[config.mk]
export PLATFORM = sky130hd
export DESIGN_NAME = irq_prio_ctrl
export DESIGN_NICKNAME = d
export VERILOG_FILES = /design/src/rtl/irqc_pkg.sv /design/src/rtl/irqc_control.sv /design/src/rtl/irqc_datapath.sv /design/src/rtl/irq_prio_ctrl.sv
export SDC_FILE = /design/constraint.sdc
export NUM_CORES = 1
export LEC_CHECK = 0
export BUFFER_PORTS_ARGS = -buffer_cell sky130_fd_sc_hd__buf_2
export CAP_MARGIN = 25
export CORE_MARGIN = 5
export CORE_UTILIZATION = 39
export DETAILED_ROUTE_END_ITERATION = 6
export HOLD_SLACK_MARGIN = 0.03
export PLACE_DENSITY = 0.63
export SETUP_SLACK_MARGIN = 0.2
export SLEW_MARGIN = 20
export SYNTH_ARGS = -nofsm -noshare
export SYNTH_HDL_FRONTEND = slang
export SYNTH_SLANG_ARGS = --single-unit
[constraint.sdc]
create_clock -name clk -period 4.3 [get_ports clk]
set_input_delay 0.215 -clock clk [delete_from_list [all_inputs] [get_ports clk]]
set_output_delay 0.215 -clock clk [all_outputs]
set_load 0.02 [all_outputs]
[src/rtl/irqc_pkg.sv]
package irqc_pkg;

  parameter int unsigned IRQC_LINES = 8;
  localparam int unsigned IRQC_IDX_W = $clog2(IRQC_LINES);

  typedef enum logic [1:0] {
    ADDR_BASE = 2'd0,
    ADDR_MASK = 2'd1,
    ADDR_EOI  = 2'd2,
    ADDR_NONE = 2'd3
  } regAddr_e;

  // strobes from control to datapath
  typedef struct packed {
    logic                  ackTake;
    logic                  eoiLowest;
    logic                  eoiOne;
    logic [IRQC_IDX_W-1:0] eoiLine;
    logic                  loadBase;
    logic                  loadMask;
  } ctrlStrobes_t;

  // returns {found, index} of the lowest set bit
  function automatic logic [IRQC_IDX_W:0] lowestSet(input logic [IRQC_LINES-1:0] v);
    logic [IRQC_IDX_W:0] res;
    res = '0;
    for (int i = IRQC_LINES - 1; i >= 0; i--) begin
      if (v[i]) res = {1'b1, IRQC_IDX_W'(i)};
    end
    return res;
  endfunction

endpackage

[src/rtl/irqc_control.sv]
module irqc_control
  import irqc_pkg::*;
#(
  parameter int unsigned ADDR_W = 2
) (
  input  logic                regWrEn,
  input  logic [ADDR_W-1:0]   regAddr,
  input  logic [IRQC_IDX_W:0] eoiField,
  input  logic                intAck,
  input  logic                grantValid,
  output ctrlStrobes_t        strobes
);

  localparam int unsigned SPEC_BIT = IRQC_IDX_W;

  logic wrBase, wrMask, wrEoi;

  always_comb begin
    wrBase = 1'b0;
    wrMask = 1'b0;
    wrEoi  = 1'b0;
    if (regWrEn) begin
      case (regAddr)
        ADDR_W'(ADDR_BASE): wrBase = 1'b1;
        ADDR_W'(ADDR_MASK): wrMask = 1'b1;
        ADDR_W'(ADDR_EOI):  wrEoi  = 1'b1;
        default: ;
      endcase
    end
  end

  always_comb begin
    strobes           = '0;
    strobes.ackTake   = intAck && grantValid;
    strobes.loadBase  = wrBase;
    strobes.loadMask  = wrMask;
    strobes.eoiOne    = wrEoi && eoiField[SPEC_BIT];
    strobes.eoiLowest = wrEoi && !eoiField[SPEC_BIT];
    strobes.eoiLine   = eoiField[IRQC_IDX_W-1:0];
  end

endmodule

[src/rtl/irqc_datapath.sv]
module irqc_datapath
  import irqc_pkg::*;
#(
  parameter int unsigned VEC_W = 8
) (
  input  logic                  clk,
  input  logic                  rstN,
  input  logic [IRQC_LINES-1:0] irqLines,
  input  logic [VEC_W-1:0]      regWrData,
  input  ctrlStrobes_t          strobes,
  output logic                  grantValid,
  output logic                  vecValid,
  output logic [VEC_W-1:0]      vecOut,
  output logic [IRQC_LINES-1:0] reqBits,
  output logic [IRQC_LINES-1:0] isrBits,
  output logic [IRQC_LINES-1:0] maskBits,
  output logic [VEC_W-1:0]      baseReg
);

  localparam int unsigned N = IRQC_LINES;

  logic [N-1:0]          irqPrev;
  logic [N-1:0]          pending;
  logic [IRQC_IDX_W:0]   pendSel, svcSel;
  logic                  pendHit, svcHit;
  logic [IRQC_IDX_W-1:0] pendIdx, svcIdx;
  logic [N-1:0]          ackHot, eoiHot, reqNext, isrNext;

  assign pending = reqBits & ~maskBits;
  assign pendSel = lowestSet(pending);
  assign svcSel  = lowestSet(isrBits);
  assign pendHit = pendSel[IRQC_IDX_W];
  assign pendIdx = pendSel[IRQC_IDX_W-1:0];
  assign svcHit  = svcSel[IRQC_IDX_W];
  assign svcIdx  = svcSel[IRQC_IDX_W-1:0];

  assign grantValid = pendHit && (!svcHit || (pendIdx < svcIdx));

  always_comb begin
    ackHot = '0;
    if (strobes.ackTake) ackHot = N'(1) << pendIdx;
    eoiHot = '0;
    if (strobes.eoiOne)                eoiHot = N'(1) << strobes.eoiLine;
    else if (strobes.eoiLowest && svcHit) eoiHot = N'(1) << svcIdx;
  end

  for (genvar g = 0; g < N; g++) begin : g_line
    assign reqNext[g] = (reqBits[g] & ~ackHot[g]) | (irqLines[g] & ~irqPrev[g]);
    assign isrNext[g] = (isrBits[g] & ~eoiHot[g]) | ackHot[g];
  end

  always_ff @(posedge clk or negedge rstN) begin
    if (!rstN) begin
      irqPrev <= '0;
      reqBits <= '0;
      isrBits <= '0;
    end else begin
      irqPrev <= irqLines;
      reqBits <= reqNext;
      isrBits <= isrNext;
    end
  end

  always_ff @(posedge clk or negedge rstN) begin
    if (!rstN) begin
      maskBits <= '1;
      baseReg  <= '0;
    end else begin
      if (strobes.loadMask) maskBits <= regWrData[N-1:0];
      if (strobes.loadBase) baseReg  <= regWrData;
    end
  end

  always_ff @(posedge clk or negedge rstN) begin
    if (!rstN) begin
      vecValid <= 1'b0;
      vecOut   <= '0;
    end else begin
      vecValid <= strobes.ackTake;
      if (strobes.ackTake) vecOut <= baseReg + VEC_W'(pendIdx);
    end
  end

endmodule

[src/rtl/irq_prio_ctrl.sv]
module irq_prio_ctrl
  import irqc_pkg::*;
#(
  parameter int unsigned VEC_W  = 8,
  parameter int unsigned ADDR_W = 2
) (
  input  logic                  clk,
  input  logic                  rstN,
  input  logic [IRQC_LINES-1:0] irqLines,
  output logic                  intReq,
  input  logic                  intAck,
  output logic                  vecValid,
  output logic [VEC_W-1:0]      vecOut,
  input  logic                  regWrEn,
  input  logic [ADDR_W-1:0]     regAddr,
  input  logic [VEC_W-1:0]      regWrData
);

  ctrlStrobes_t          strobes;
  logic                  grantValid;
  logic [IRQC_LINES-1:0] reqBits, isrBits, maskBits;
  logic [VEC_W-1:0]      baseReg;

  irqc_control #(.ADDR_W(ADDR_W)) u_control (
    .regWrEn    (regWrEn),
    .regAddr    (regAddr),
    .eoiField   (regWrData[IRQC_IDX_W:0]),
    .intAck     (intAck),
    .grantValid (grantValid),
    .strobes    (strobes)
  );

  irqc_datapath #(.VEC_W(VEC_W)) u_datapath (
    .clk        (clk),
    .rstN       (rstN),
    .irqLines   (irqLines),
    .regWrData  (regWrData),
    .strobes    (strobes),
    .grantValid (grantValid),
    .vecValid   (vecValid),
    .vecOut     (vecOut),
    .reqBits    (reqBits),
    .isrBits    (isrBits),
    .maskBits   (maskBits),
    .baseReg    (baseReg)
  );

  assign intReq = grantValid;

endmodule

# Yosys cells after proc, flatten, opt, wreduce, memory -nomap -nowiden
# Cells that the tools add are included.
[word_totals] reg_bits=49 inputBits=22 output_inout_bits=10 elab_cells=114
[classes] addsub=1 n_lt_le_gt_ge=1 eq_ne=2 shifts=3 muxes=25 n_bitwise=66 reduce_logical=9
[ops] cell="$mux W4" count=16
[ops] cell="$and A1 B1 Y1" count=24
[ops] cell="$mux W8" count=3
[ops] cell="$not A1 Y1" count=24
[ops] cell="$shl A1 B3 Y8 const A" count=3
[ops] cell="$or A1 B1 Y1" count=16
[ops] cell="$add A8 B3 Y8" count=1
[ops] cell="$and A8 B8 Y8" count=1
[ops] cell="$not A8 Y8" count=1
[ops] cell="$mux W1" count=6
[ops] cell="$logic_and A1 B1 Y1" count=5
[ops] cell="$lt A3 B3 Y1" count=1
[ops] cell="$eq A2 B1 Y1 const B" count=1
[ops] cell="$eq A2 B2 Y1 const B" count=1
[ops] cell="$logic_not A1 Y1" count=2
[ops] cell="$logic_not A2 Y1" count=1
[ops] cell="$logic_or A1 B1 Y1" count=1

# Depth between registers and ports, before layout
[logic_depth] word_depth=18 depth_mapped=11 mapped_depth_nobuf=11

# Hierarchy
# A second synthesis with hierarchy kept.
[hier_totals] hier_cells=223 area_unflattened_um2=2424.8
[modules_own_cells] module="irqc_datapath" instances=1 cells_per_inst=213 area_each_um2=2341.0 seq_area_each_um2=1236.2
[modules_own_cells] module="irqc_control" instances=1 cells_per_inst=10 area_each_um2=83.8 seq_area_each_um2=0.0

# Least setup slack after synthesis
# OpenSTA, ideal clock, no wires.
[synth_timing] path_kind="reg-to-reg" startpoint="register u_datapath.maskBits[5]" endpoint="register u_datapath.vecOut[0]" setup_time_ns=0.125 t_arrival_ns=2.605 required_time_ns=4.175 slack_ns=1.571 stages_incl_launch_ff=10 n_path_buf=0 period_less_slack_ns=2.729 cell_sequence="dfstp_2 > and2b_1 > nor4_1 > nor2_1 > ha_1 > a21o_1 > a21oi_1 > nand2_2 > a211oi_4 > mux2_2"
[synth_lines] element="start, declared" line_no="irqc_datapath.sv:16" rtl="output logic [IRQC_LINES-1:0] maskBits,"
[synth_lines] element="start signal, assigned" line_no="irqc_datapath.sv:69" rtl="if (strobes.loadMask) maskBits <= regWrData[N-1:0];"
[synth_lines] element="end signal, assigned" line_no="irqc_datapath.sv:80" rtl="if (strobes.ackTake) vecOut <= baseReg + VEC_W'(pendIdx);"
[synth_lines] element="end, declared" line_no="irqc_datapath.sv:13" rtl="output logic [VEC_W-1:0] vecOut,"

==> reports/summary.txt <==
CTS Buffer Depth = 2
DR vias = 1770
clk_lat worst skew = 0.30 ns
TritonCTS Sinks = 49
Root Driver = clkbuf_8
clock skew after layout = 0.00978 ns
Setup Total Neg Slack = 0 ns
register area share after synthesis = 51.6%
post-DP HPWL = 3990 um
placer congestion estimate = 0.849
post-route ant nets = 0
worst slew pin tran = 0.735 ns
Port Buf Inserts = 31
layout cells sized above 1 = 31.0%
post-layout net count = 288
number of setup buffers added after CTS = 0
Hold Violations, Final = 0
Netlist Area Pre-Place = 2390 um2
IR drop worst, VDD = 232 uV
cell accounting for the most synthesized area = dfrtp_1
Starting Density = 40.2%
first-pass GRT wire length = 8960 um
count of different cell masters after synthesis = 42
post_cts resized = 0
Area Overhead vs Synth = 17.8%
n_diodes = 0
Vias/cell = 5.27
CTS clk-pin slew, worst paths = 0.09 ns
total power = 1690 uW
# IOs = 32
Worst Path Arrival = 3.19 ns
slew margin rel. = 50.6%
cell row count = 28
fin. max-slew vios = 0
Hold Slack = 0.0408 ns
number of synthesized register bits = 49
CTS tree = done
Yosys Warn Count = 0
Cell Count Post-Placement = 321
Most used DFF post-synth = dfrtp_1
routed length per instance = 15.2 um
number of CTS-inserted buffers = 5
pwr dens = 600 nW/um2
critical setup path kind = flip-flop to flip-flop
area of the core = 5960 um2
fin crit share = 69.7%
Final Non-Filler Cells = 336
RSZ-0062 raised after global routing = no
gr ovfl total = 0
Worst EP required = 4.49 ns
syn_nets = 243
Initial DRC Count = 127
Max Clk Rate = 334 MHz
Worst Path Max Fanout = 9
# H-tree levels = 2
wirelength, routed = 5110 um
Setup Viol. Count Final = 0
Synth top area share = 42.9%
top cells by area, synth = dfrtp_1, mux2_2, dfstp_2
Final min period = 3.00 ns
critical path startpoint category = flip-flop
vias in the first global route = 1812
die area = 7800 um2
drt drc = 0
min-delay worst type = input port to flip-flop
synthesized instance count = 215
Layout Utilization = 47.3%
max-cap viol count = 0
total track usage = 14.9%
endpoint class of the critical path = flip-flop
asr flop ratio synth = 100%
leakage power = 0.00127 uW
Pre-Repair DR Iteration Count = 4
Die Span X = 88.3 um
Post-Syn Area per Cell = 11.1 um2
FILL cells = 592
DIE HEIGHT = 88.3 um
largest net degree at the start of global routing = 28
hold_buf cts = 7
status = complete, no violations
initial antenna violation count = 0
EDFF count, synth = 0
-- routing by layer --
| layer | part of all wire, % | global-route usage, % | vias to the layer above |
|---|---|---|---|
| li1 | - | - | 859 |
| met5 | 0 | 0 | - |
| met3 | 5.2 | 2.89 | 2 |
| met4 | 0.71 | 4.12 | 0 |
| met1 | 48 | 21.5 | 862 |
| met2 | 46 | 22.9 | 47 |
-- cell usage after synthesis (2+ instances only) --
cell / number
nand2_1: 11
nor2_1: 13
mux2_2: 23
dfrtp_1: 41
nor4_1: 6
and2b_2: 2
nand2b_1: 7
inv_1: 14
nor3_1: 6
xnor2_1: 2
o21bai_1: 2
a21oi_1: 5
nand3b_1: 2
a22o_1: 5
and2b_1: 2
o31ai_1: 4
nor2b_1: 4
dfstp_2: 8
xor2_1: 4
nand3_1: 5
o21ai_0: 19
and3_2: 2
a21o_1: 3
o21a_1: 3
ha_1: 5
-- logic make-up (layout without fill, tap and decap cells) --
| logic type | Yosys count | in the layout | synth area share [%] |
|---|---|---|---|
| DFF | 49 | 49 | 51.6 |
| muxes | 23 | 23 | 10.8 |
| buffers and inverters | 15 | 61 | 2.35 |
| AOI/OAI and AO/OA | 48 | 48 | 13.6 |
| xor gates and xnor gates | 6 | 6 | 2.20 |
| and+or+nand+nor | 68 | 68 | 15.9 |
| adders and majority gates | 6 | 6 | 3.45 |
-- metrics by stage --
stage	cell area [um2]	setup slack, ns
finish	2820	1.30
global route	2820	1.06
CTS	2820	1.30
detailed placement	2670	1.33
global placement	2640	1.33
floorplan	2390	1.57
-- area by class of cell --
class | count | area, um2 | share of cell area, %
Clock inverter | 2 | 10.0 | 0.355
Timing Repair Buffer | 39 | 253 | 8.97
Clock buffer | 6 | 72.6 | 2.57
Multi-Input combinational cell | 151 | 1100 | 39.1
Inverter | 14 | 52.6 | 1.86
Tap cell | 75 | 93.8 | 3.33
Sequential cell | 49 | 1240 | 43.9
-- cells in the final DEF (no fill, tap or decap), types with 2 or more instances in the layout --
cell | Yosys | layout
a21o_1 | 3 | 3
a22o_1 | 5 | 5
a21oi_1 | 5 | 5
nand3_1 | 5 | 5
o21ai_0 | 19 | 19
dfstp_2 | 8 | 8
o31ai_1 | 4 | 4
buf_2 | 0 | 31
nor3_1 | 6 | 6
xnor2_1 | 2 | 2
and3_2 | 2 | 2
and2b_2 | 2 | 2
dlygate4sd3_1 | 0 | 7
dfrtp_1 | 41 | 41
and2b_1 | 2 | 2
o21a_1 | 3 | 3
nor2b_1 | 4 | 4
nand3b_1 | 2 | 2
nor4_1 | 6 | 6
xor2_1 | 4 | 4
clkbuf_8 | 0 | 5
nor2_1 | 13 | 13
nand2b_1 | 7 | 7
o21bai_1 | 2 | 2
clkinv_2 | 0 | 2
nand2_1 | 11 | 11
inv_1 | 14 | 14
ha_1 | 5 | 5
mux2_2 | 23 | 23
-- final timing paths --
path	slack [ns]	startpoint	cells past startpoint	end
worst max-delay path	1.30	u_datapath.maskBits[5]$_DFFE_PN1P_	9	u_datapath.vecOut[5]$_DFFE_PN0P_
worst min-delay path	0.04	irqLines[0]	1	u_datapath.irqPrev[0]$_DFF_PN0_
worst max register to register	1.30	u_datapath.maskBits[5]$_DFFE_PN1P_	9	u_datapath.vecOut[5]$_DFFE_PN0P_
worst min register to register	0.42	u_datapath.irqPrev[3]$_DFF_PN0_	1	u_datapath.reqBits[3]$_DFF_PN0_
max in group asynchronous	3.20	rstN	3	u_datapath.maskBits[2]$_DFFE_PN1P_
min in group asynchronous	0.48	rstN	2	u_datapath.reqBits[1]$_DFF_PN0_
-- critical path, cell delays in order (launching register included) --
cell,delay (ns)
dfstp_2,0.53
and2b_1,0.20
nor4_1,0.33
nor2_1,0.13
ha_1,0.33
a21o_1,0.18
a21oi_1,0.20
nand2_2,0.11
a211oi_4,0.49
mux2_2,0.39
-- where the power goes --
group          switching (uW)  internal (uW)
Sequential                104            602
Combinational             405            319
Clock                     148            113
-- flip-flops by register name (all words and copies together) (netlist names) --
register             count
u_datapath.baseReg       8
u_datapath.irqPrev       8
u_datapath.isrBits       8
u_datapath.maskBits      8
u_datapath.reqBits       8
u_datapath.vecOut        8
u_datapath.vecValid      1
Note: power is estimated with default switching activity, not from simulation.
